<file path="src/rtl/tdmac_pkg.sv">
// Package: shared types for the pulse-counting MAC element.
// Assumes nothing beyond IEEE 1800-2017.
package tdmac_pkg;

    // Count direction applied to the accumulator on each tick.
    typedef enum logic {
        DIR_UP   = 1'b0,
        DIR_DOWN = 1'b1
    } cnt_dir_e;

endpackage

</file>
<file path="src/rtl/tdmac_pulse_gen.sv">
// Module: tdmac_pulse_gen
// Opens a count window of mag * 2^PHASE_W cycles on load.
// It raises done for one cycle after the window closes.
// A zero magnitude gives no window and an immediate done.
// Assumes load is only raised while active is low.
module tdmac_pulse_gen #(
    parameter int MAG_W   = 5,
    parameter int PHASE_W = 6
) (
    input  logic             clk,
    input  logic             rst_n,
    input  logic             load,
    input  logic [MAG_W-1:0] mag,
    output logic             active,
    output logic             done
);
    localparam int CNT_W = MAG_W + PHASE_W;

    logic [CNT_W-1:0] remain_q;
    logic             active_q;
    logic             done_q;

    // Window counter: load the length, count down, and flag the close.
    always_ff @(posedge clk) begin
        if (!rst_n) begin
            remain_q <= '0;
            active_q <= 1'b0;
            done_q   <= 1'b0;
        end else begin
            done_q <= 1'b0;
            if (load) begin
                if (mag == '0) begin
                    done_q <= 1'b1;
                end else begin
                    active_q <= 1'b1;
                    remain_q <= {mag, {PHASE_W{1'b0}}};
                end
            end else if (active_q) begin
                if (remain_q == CNT_W'(1)) begin
                    active_q <= 1'b0;
                    done_q   <= 1'b1;
                end
                remain_q <= remain_q - CNT_W'(1);
            end
        end
    end

    assign active = active_q;
    assign done   = done_q;

endmodule

</file>
<file path="src/rtl/tdmac_rate_gen.sv">
// Module: tdmac_rate_gen
// Phase accumulator that stands in for a weight-controlled oscillator.
// While enabled it adds rate to a PHASE_W-bit phase each cycle.
// Each overflow is one tick, so it gives rate ticks per 2^PHASE_W cycles.
// Assumes RATE_W <= PHASE_W. Restart zeroes the phase.
module tdmac_rate_gen #(
    parameter int RATE_W  = 5,
    parameter int PHASE_W = 6
) (
    input  logic              clk,
    input  logic              rst_n,
    input  logic              restart,
    input  logic              enable,
    input  logic [RATE_W-1:0] rate,
    output logic              tick
);
    logic [PHASE_W-1:0] phase_q;
    logic [PHASE_W:0]   sum;

    // Next phase with its carry, which marks a tick.
    always_comb begin
        sum = {1'b0, phase_q} + (PHASE_W + 1)'(rate);
    end

    // Phase register: cleared on restart, advanced while enabled.
    always_ff @(posedge clk) begin
        if (!rst_n || restart) begin
            phase_q <= '0;
        end else if (enable) begin
            phase_q <= sum[PHASE_W-1:0];
        end
    end

    assign tick = enable & sum[PHASE_W];

endmodule

</file>
<file path="src/rtl/tdmac_updown_acc.sv">
// Module: tdmac_updown_acc
// Signed saturating up/down counter that moves by one per step.
// Clear has priority over step. Assumes ACC_W >= 2.
module tdmac_updown_acc
    import tdmac_pkg::*;
#(
    parameter int ACC_W = 21
) (
    input  logic             clk,
    input  logic             rst_n,
    input  logic             clr,
    input  logic             step,
    input  cnt_dir_e         dir,
    output logic [ACC_W-1:0] acc
);
    localparam logic [ACC_W-1:0] TOP_V = {1'b0, {(ACC_W-1){1'b1}}};
    localparam logic [ACC_W-1:0] BOT_V = {1'b1, {(ACC_W-1){1'b0}}};

    logic [ACC_W-1:0] acc_q;

    // Count register: clear first, then a step that stops at either limit.
    always_ff @(posedge clk) begin
        if (!rst_n || clr) begin
            acc_q <= '0;
        end else if (step) begin
            if (dir == DIR_UP && acc_q != TOP_V) begin
                acc_q <= acc_q + ACC_W'(1);
            end else if (dir == DIR_DOWN && acc_q != BOT_V) begin
                acc_q <= acc_q - ACC_W'(1);
            end
        end
    end

    assign acc = acc_q;

endmodule

</file>
<file path="src/rtl/tdmac_unit.sv">
// Module: tdmac_unit (top)
// Signed MAC built from a count window gated with a tick stream.
// Operands are sign-magnitude, with the MSB as the sign.
// Assumes WT_W-1 <= PHASE_W so the tick rate never exceeds one per cycle.
module tdmac_unit
    import tdmac_pkg::*;
#(
    parameter int IN_W    = 6,
    parameter int WT_W    = 6,
    parameter int ACC_W   = 21,
    parameter int PHASE_W = 6
) (
    input  logic             clk,
    input  logic             rst_n,
    input  logic             clr,
    input  logic             start,
    input  logic [IN_W-1:0]  in_val,
    input  logic [WT_W-1:0]  wt_val,
    output logic             busy,
    output logic             done,
    output logic [ACC_W-1:0] acc
);
    localparam int IN_MAG_W = IN_W - 1;
    localparam int WT_MAG_W = WT_W - 1;

    logic                accept;
    logic                active;
    logic                tick;
    logic [WT_MAG_W-1:0] wt_mag_q;
    cnt_dir_e            dir_q;

    assign accept = start & ~active;

    // Operand capture: hold the weight magnitude and the count direction.
    always_ff @(posedge clk) begin
        if (!rst_n) begin
            wt_mag_q <= '0;
            dir_q    <= DIR_UP;
        end else if (accept) begin
            wt_mag_q <= wt_val[WT_MAG_W-1:0];
            dir_q    <= cnt_dir_e'(in_val[IN_W-1] ^ wt_val[WT_W-1]);
        end
    end

    tdmac_pulse_gen #(
        .MAG_W  (IN_MAG_W),
        .PHASE_W(PHASE_W)
    ) u_pulse (
        .clk   (clk),
        .rst_n (rst_n),
        .load  (accept),
        .mag   (in_val[IN_MAG_W-1:0]),
        .active(active),
        .done  (done)
    );

    tdmac_rate_gen #(
        .RATE_W (WT_MAG_W),
        .PHASE_W(PHASE_W)
    ) u_rate (
        .clk    (clk),
        .rst_n  (rst_n),
        .restart(accept),
        .enable (active),
        .rate   (wt_mag_q),
        .tick   (tick)
    );

    tdmac_updown_acc #(
        .ACC_W(ACC_W)
    ) u_acc (
        .clk  (clk),
        .rst_n(rst_n),
        .clr  (clr),
        .step (tick),
        .dir  (dir_q),
        .acc  (acc)
    );

    assign busy = active;

endmodule

</file>
<file path="config.mk">
export PLATFORM = sky130hd
export DESIGN_NAME = tdmac_unit
export DESIGN_NICKNAME = d
export VERILOG_FILES = /design/src/rtl/tdmac_pkg.sv /design/src/rtl/tdmac_pulse_gen.sv /design/src/rtl/tdmac_rate_gen.sv /design/src/rtl/tdmac_updown_acc.sv /design/src/rtl/tdmac_unit.sv
export SDC_FILE = /design/constraint.sdc
export NUM_CORES = 1
export LEC_CHECK = 0
export BUFFER_PORTS_ARGS = -buffer_cell sky130_fd_sc_hd__buf_2
export CORE_AREA = 2 2 84 86
export CTS_CLUSTER_DIAMETER = 200
export DETAILED_ROUTE_END_ITERATION = 16
export DIE_AREA = 0 0 86 88
export GPL_ROUTABILITY_DRIVEN = 0
export PLACE_DENSITY = 0.69
export SYNTH_ARGS = -nofsm -noshare
export SYNTH_HDL_FRONTEND = slang
export SYNTH_SLANG_ARGS = --single-unit
</file>
<file path="constraint.sdc">
create_clock -name clk -period 3 [get_ports clk]
set_input_delay 0.6 -clock clk [delete_from_list [all_inputs] [get_ports clk]]
set_output_delay 0.6 -clock clk [all_outputs]
set_load 0.01 [all_outputs]
</file>
==> results by group, run 1 <==
Yosys
  • Post-synthesis compound-gate area fraction: 0.247
  • Yosys top cell area share: 0.284
  • Mux share of post-synthesis cell area: 0.00309
  • Yosys top cell by area: dfxtp_1
  • Synth unique cells: 54
  • Count leader, synth: nand2_1
  • Mapped Nets: 469
  • YS warnings: 0
  • Yosys reg bits: between 40 and 50
  • Post-synth top cells: nand2_1, dfxtp_1, a21oi_1, nor2_1, ha_1
  • Sequential share of the synthesized area: 0.284
  • Largest family of logic cells by synthesized area: simple AND/OR/NAND/NOR gates
  • Share of synthesized flip-flops with an asynchronous set or reset: 0
  • Post-synthesis simple-gate area fraction: 0.275
  • Mapped Avg Cell Area: ~7.6 sq um
  • Post-synthesis xor/xnor area fraction: 0.0433
  • EDFF count, synth: 0
  • Synthesized cell area: 3240 sq um
  • Synth area leaders: dfxtp_1, ha_1, nand2_1
  • Post-synthesis adder-cell area fraction: 0.113
  • Top_reg_cell synth: dfxtp_1
  • Syn Inst Count: about 430

Cells and area
  • Synth-to-Final Area Change: 27.4%
  • Util after Layout: 0.621
  • Filler instances: 594
  • Final Cell Area: ~4100 sq um
  • # diodes: 0
  • Final net count: 540
  • Layout cells sized above 1: 0.262
  • Post-Layout Cell Count: 577

Drt
  • Drt total wl: just under 9 mm
  • Antenna Violating Nets Remaining: 0
  • DR pass1 iterations: 5
  • WL/cell: 15.5 um
  • Via/cell ratio: 5.77
  • First DRT Iteration DRCs: 258
  • Via total after detailed routing: 3331
  • # DRC: 0

Critical path
  • Worst path max stage delay: 0.36 ns
  • Worst-path cell chain: nand4_1, nor4_4, a31oi_4, clkinv_4, buf_12, clkbuf_16, ha_1, a21o_1, a221o_1, o211a_1, or3_1, a21oi_2
  • WS Path Type: reg -> reg
  • Startpoint Class: flop
  • CP Capture Type: flop
  • WP data arrival: 3.17 ns
  • Critical path's top delay family: compound AO/OA/AOI/OAI gates
  • CP max-delay cell: a221o_1
  • Crit path max fanout: 6
  • CP bufs+invs: 3
  • Worst Path Required: roughly 3.3 ns

Placement
  • Pre-CTS setup slack: -0.0686 ns
  • Dpl hpwl: 6.40 mm
  • Area after DPL: approximately 3800 sq um
  • IO buf count: 38
  • Post-Place Cells: 565

Worst hold path
  • Min-delay worst type: reg -> reg

CTS
  • Clock sink count: 46
  • Count of hold buffers inserted by post-cts repair: 0
  • Deepest clock path buffer count: 2
  • CTS tree: built
  • CTS Buf Count: 5
  • Htree depth: 2
  • Worst-Skew Late Latency: 0.31 ns
  • Clock root cell: clkbuf_8
  • Worst-path clk slew: 0.10 ns

Power
  • Peak VDD IR: 0.192 mV
  • Cell leakage power: 0.00175 uW
  • Pwr Density: roughly 340 nW/um^2

GRT
  • Antenna violations before repair: 0
  • First-pass GRT wire length: 14.1 mm
  • Largest net degree at the start of global routing: 27
  • All-layer global routing usage: 0.231
  • Congestion Overflow GR: 0
  • Vias in the first global route: 3076

Die
  • Die Y: 88 um
  • CORE AREA: 6640 sq um
  • IO Count: 39
  • Die area: 7570 sq um
  • Initial Util: 0.488
  • FP Rows: 30
  • Die X: 86 um

Job
  • Max-Cap Viols: 0

Status
  • Status: finished clean

Timing
  • Final Skew: between 0.01 and 0.015 ns
  • FMAX: approximately 0.34 GHz
  • Worst setup margin: 0.0844 ns
  • Fin. max-slew vios: 0
  • Unrepaired setup endpoints after global routing: yes
  • Worst rel slew slack: 0.503
  • Period Utilization, post-route: 0.972
  • # setup viols final: 0
  • Fin. Hold Viols: 0
  • Period minus WS final: 2.92 ns
  • Worst-margin pin slew: 0.743 ns
[worst reg2reg max path, stage by stage, from the launching register on]
cell and delay [ns]:
dfxtp_2 0.34, nand4_1 0.21, nor4_4 0.27, a31oi_4 0.16
clkinv_4 0.12, buf_12 0.10, clkbuf_16 0.13, ha_1 0.28
a21o_1 0.18, a221o_1 0.36, o211a_1 0.24, or3_1 0.35
a21oi_2 0.11
[routing by layer]
layer / wire length (um) / track usage / share of wire / vias up
li1: - / - / - / 1675
met1: 4120 / 0.320 / 0.46 / 1538
met2: 4180 / 0.372 / 0.47 / 101
met3: 508 / 0.0339 / 0.057 / 17
met4: 142 / 0.0736 / 0.016 / 0
met5: 0 / 0 / 0 / -
[worst paths after layout]
path                                                  from                          to  slack [ns]  cells past startpoint
worst max-delay path            u_acc.acc[17]$_SDFFE_PP0P_  u_acc.acc[20]$_SDFFE_PP0P_        0.08                     12
worst min-delay path              wt_mag_q[2]$_SDFFE_PN0P_    wt_mag_q[2]$_SDFFE_PN0P_        0.47                      2
worst max register to register  u_acc.acc[17]$_SDFFE_PP0P_  u_acc.acc[20]$_SDFFE_PP0P_        0.08                     12
worst min register to register    wt_mag_q[2]$_SDFFE_PN0P_    wt_mag_q[2]$_SDFFE_PN0P_        0.47                      2
[kinds of logic (layout without fill, tap and decap cells)]
kind of cell    after synthesis  after routing
mux                           1              1
compound gates              127            127
xor+xnor                     16             16
flops                        46             46
fa+ha+maj                    28             28
simple gates                177            177
buf+inv                      30            102
[power breakdown]
part / internal [uW] / total (uW) / switching (uW)
clock: 164 / 402 / 238
sequential: 638 / 664 / 25.8
combinational: 150 / 334 / 184
[timing repair]
item | in CTS | in global routing
setup endpoints to repair | 6 | 13
pin swaps | 2 | 1
buffers inserted | 0 | 3
cloned | 0 | 1
resized for setup | 0 | 40
[cells in the final DEF (no fill, tap or decap), types with 3 or more instances in the layout]
cell type   n
a21boi_0    7
a21o_1      8
a21oi_1    37
a21oi_2     6
a31oi_1     6
and2_1     11
and3_1      3
buf_2      38
buf_4      38
clkbuf_8    5
dfxtp_1    41
dfxtp_2     5
ha_1       17
ha_4        7
inv_1      12
nand2_1    60
nand2b_1    6
nand3_1    11
nand4_1     8
nor2_1     28
nor2b_1     9
nor3_1      9
nor3b_1     4
nor4_1      5
o211ai_1    4
o21a_1      8
o21ai_0    22
o21ai_1     3
or3_1       5
xnor2_1     9
xor2_1      7
[registers in the layout, summed over array words and instances (netlist names)]
signal and cells:
dir_q 1, u_acc.acc 21, u_pulse.active 1, u_pulse.done 1, u_pulse.remain_q 11, u_rate.phase_q 6, wt_mag_q 5
[stage by stage]
stage / total power, uW / hold WS [ns] / TNS (ns)
finish: 1400 / 0.469 / 0
global route: 1480 / 0.515 / -0.126
CTS: 1370 / 0.474 / 0
detailed placement: 974 / 0.461 / -0.191
global placement: 964 / 0.460 / 0
floorplan: 887 / 0.447 / 0
[cell type report]
cell class / count / area (sq um) / share of cell area
inverters: 14 / 57.6 / 0.0139
repair buffers: 80 / 552 / 0.134
well taps: 80 / 100 / 0.0243
multi-input cells: 349 / 2400 / 0.582
clock inverters: 3 / 21.3 / 0.00515
flip-flops and latches: 46 / 927 / 0.225
clock buffers: 5 / 68.8 / 0.0167
No activity file was read; power rests on OpenSTA's default activity.
==> run 2, diff against run 1 <==
Settings changed: CORE_AREA 2 2 84 86 to 2 2 64 112, DIE_AREA 0 0 86 88 to 0 0 66 114.
==> results by group, run 2 (synthesis results as in run 1) <==
CTS
  • Clock root cell: clkbuf_16 (was clkbuf_8)
  • Htree depth: 2 (unchanged)
  • Count of hold buffers inserted by post-cts repair: 0 (unchanged)
  • Deepest clock path buffer count: 2 (unchanged)
  • CTS Buf Count: 5 (unchanged)
  • Worst-path clk slew: 0.07 ns (was 0.10 ns)
  • Clock sink count: 46 (unchanged)
  • Worst-Skew Late Latency: 0.29 ns (was 0.31 ns)
  • CTS tree: built (unchanged)

Critical path
  • Worst Path Required: 3.22 ns (was 3.26 ns)
  • Crit path max fanout: 4 (was 6)
  • FF-to-FF path depth: 12 (unchanged)
  • Flop-to-flop setup slack: 0.02 ns (was 0.08 ns)
  • R2r startpoint: u_acc.acc[16]$_SDFFE_PP0P_ (was u_acc.acc[17]$_SDFFE_PP0P_)
  • CP Capture Type: flop (unchanged)
  • Startpoint Class: flop (unchanged)
  • WS Path Type: reg -> reg (unchanged)
  • Worst R2R End: u_acc.acc[20]$_SDFFE_PP0P_ (unchanged)
  • WP data arrival: 3.20 ns (was 3.17 ns)

Timing
  • Final Skew: 0.00767 ns (was 0.0126 ns)
  • Period minus WS final: 2.98 ns (was 2.92 ns)
  • Unrepaired setup endpoints after global routing: yes (unchanged)
  • FMAX: 0.336 GHz (was 0.343 GHz)
  • # setup viols final: 0 (unchanged)
  • Worst rel slew slack: 0.445 (was 0.503)
  • Worst-margin pin slew: 0.831 ns (was 0.743 ns)
  • Setup TNS: 0 ns (unchanged)
  • Period Utilization, post-route: 0.992 (was 0.972)
  • Fin. max-slew vios: 0 (unchanged)
  • Fin. Hold Viols: 0 (unchanged)

Die
  • Initial Util: 0.483 (was 0.488)
  • Die X: 66 um (was 86 um)
  • Die area: 7520 sq um (was 7570 sq um)
  • CORE AREA: 6710 sq um (was 6640 sq um)
  • FP Rows: 40 (was 30)
  • IO Count: 39 (unchanged)
  • Die Y: 114 um (was 88 um)

Drt
  • Antenna Violating Nets Remaining: 0 (unchanged)
  • DRT met1 WL: 3.43 mm (was 4.12 mm)
  • First DRT Iteration DRCs: 134 (was 258)
  • Met2 wire length: 4.99 mm (was 4.18 mm)
  • DR top layer: met4 (unchanged)
  • Drt total wl: 9.24 mm (was 8.95 mm)
  • Met3 WL: 282 um (was 508 um)
  • DR pass1 iterations: 4 (was 5)
  • WL/cell: 15.8 um (was 15.5 um)
  • Via/cell ratio: 5.85 (was 5.77)
  • Via total after detailed routing: 3422 (was 3331)
  • # DRC: 0 (unchanged)

Worst hold path
  • Hold path cells: 2 (unchanged)
  • Worst Hold Launch: wt_mag_q[3]$_SDFFE_PN0P_ (was wt_mag_q[2]$_SDFFE_PN0P_)
  • Min-delay worst type: reg -> reg (unchanged)
  • Worst Hold End: wt_mag_q[3]$_SDFFE_PN0P_ (was wt_mag_q[2]$_SDFFE_PN0P_)

Cells and area
  • Util after Layout: 0.615 (was 0.621)
  • Synth-to-Final Area Change: 27.2% (was 27.4%)
  • Max FFs per register: 21 (unchanged)
  • Most common cell after layout, fill and taps aside: nand2_1 (unchanged)
  • Commonest non-fill, non-tap cells in the layout: nand2_1, buf_4, dfxtp_1 (was nand2_1, dfxtp_1, buf_2, buf_4, a21oi_1)
  • Layout cells sized above 1: 0.248 (was 0.262)
  • # diodes: 0 (unchanged)
  • Final net count: 544 (was 540)
  • Filler instances: 653 (was 594)

GRT
  • Antenna violations before repair: 0 (unchanged)
  • All-layer global routing usage: 0.264 (was 0.231)
  • Vias in the first global route: 3447 (was 3076)
  • Largest net degree at the start of global routing: 29 (was 27)
  • First-pass GRT wire length: 15.7 mm (was 14.1 mm)
  • Congestion Overflow GR: 0 (unchanged)

Power
  • Net Switching: 462 uW (was 448 uW)
  • Peak VDD IR: 0.233 mV (was 0.192 mV)
  • Sw Share: 0.298 (was 0.320)
  • P_int: 1080 uW (was 952 uW)
  • Cell leakage power: 0.00180 uW (was 0.00175 uW)
  • Seq pwr share: 0.430 (was 0.474)
  • Total power: 1550 uW (was 1400 uW)
  • Logic pwr share: 0.205 (was 0.239)
  • Clock Power Share: 0.365 (was 0.287)
  • Pwr Density: 375 nW/um^2 (was 339 nW/um^2)

Status
  • Status: finished clean (unchanged)

Placement
  • Dpl hpwl: 7.00 mm (was 6.40 mm)
  • IO buf count: 38 (unchanged)

Job
  • Max-Cap Viols: 0 (unchanged)
## run 2: worst max-delay path, cell delays in order (launching register included)
cell      delay [ns]
dfxtp_1         0.33
nand4_1         0.16
nor4_4          0.27
a31oi_2         0.16
inv_4           0.12
ha_4            0.20
nor2b_4         0.12
o31a_1          0.31
o311ai_2        0.32
a31oi_1         0.16
o211a_1         0.27
or3_4           0.37
a21oi_2         0.11
## run 2: area by class of cell
| type | count | area, sq um | share of cell area |
|---|---|---|---|
| Tap cell | 84 | 105 | 0.0255 |
| Clock inverter | 3 | 21.3 | 0.00516 |
| Clock buffer | 5 | 125 | 0.0304 |
| Sequential cell | 46 | 925 | 0.224 |
| Timing Repair Buffer | 84 | 552 | 0.134 |
| Multi-Input combinational cell | 349 | 2340 | 0.567 |
| Inverter | 14 | 55.1 | 0.0134 |
## run 2: how the worst max path moves through the flow
stage / depth (start not counted) / end / from / slack [ns]
final: 12 / u_acc.acc[20]$_SDFFE_PP0P_ / u_acc.acc[16]$_SDFFE_PP0P_ / 0.02
after global routing: 13 / u_acc.acc[20]$_SDFFE_PP0P_ / u_acc.acc[18]$_SDFFE_PP0P_ / -0.13
after CTS: 12 / u_acc.acc[20]$_SDFFE_PP0P_ / u_acc.acc[17]$_SDFFE_PP0P_ / 0.06
after detailed placement: 12 / u_acc.acc[20]$_SDFFE_PP0P_ / u_acc.acc[17]$_SDFFE_PP0P_ / 0.02
after global placement: 12 / u_acc.acc[20]$_SDFFE_PP0P_ / u_acc.acc[18]$_SDFFE_PP0P_ / 0.06
after floorplan: 12 / u_acc.acc[20]$_SDFFE_PP0P_ / u_acc.acc[18]$_SDFFE_PP0P_ / 0.01
## run 2: power groups by stage
| stage | logic [uW] | clock network [uW] | registers (uW) |
|---|---|---|---|
| final | 317 | 564 | 665 |
| after global routing | 360 | 590 | 669 |
| after CTS | 306 | 575 | 665 |
| after detailed placement | 303 | 0 | 679 |
| after global placement | 295 | 0 | 678 |
| after floorplan | 217 | 0 | 670 |
## run 2: repair_timing
action / CTS / global route
setup endpoints to repair: 2 / 9
pin swaps: 1 / 12
resized for setup: 2 / 25
buffers inserted: 0 / 2
## run 2: metal layers
metal / vias up / track usage
met5: - / 0
met4: 0 / 0.174
met3: 40 / 0.0414
met2: 76 / 0.474
met1: 1612 / 0.274
li1: 1694 / -
## run 2: stage by stage
| step | worst slack [ns] | instances | hold slack [ns] | instance area, sq um |
|---|---|---|---|---|
| final | 0.0245 | 585 | 0.490 | 4120 |
| after detailed placement | 0.0159 | 575 | 0.487 | 3830 |
| after global routing | -0.130 | 585 | 0.520 | 4120 |
| after CTS | 0.0560 | 583 | 0.497 | 3990 |
| after floorplan | 0.0137 | 425 | 0.447 | 3260 |
| after global placement | 0.0586 | 575 | 0.466 | 3830 |
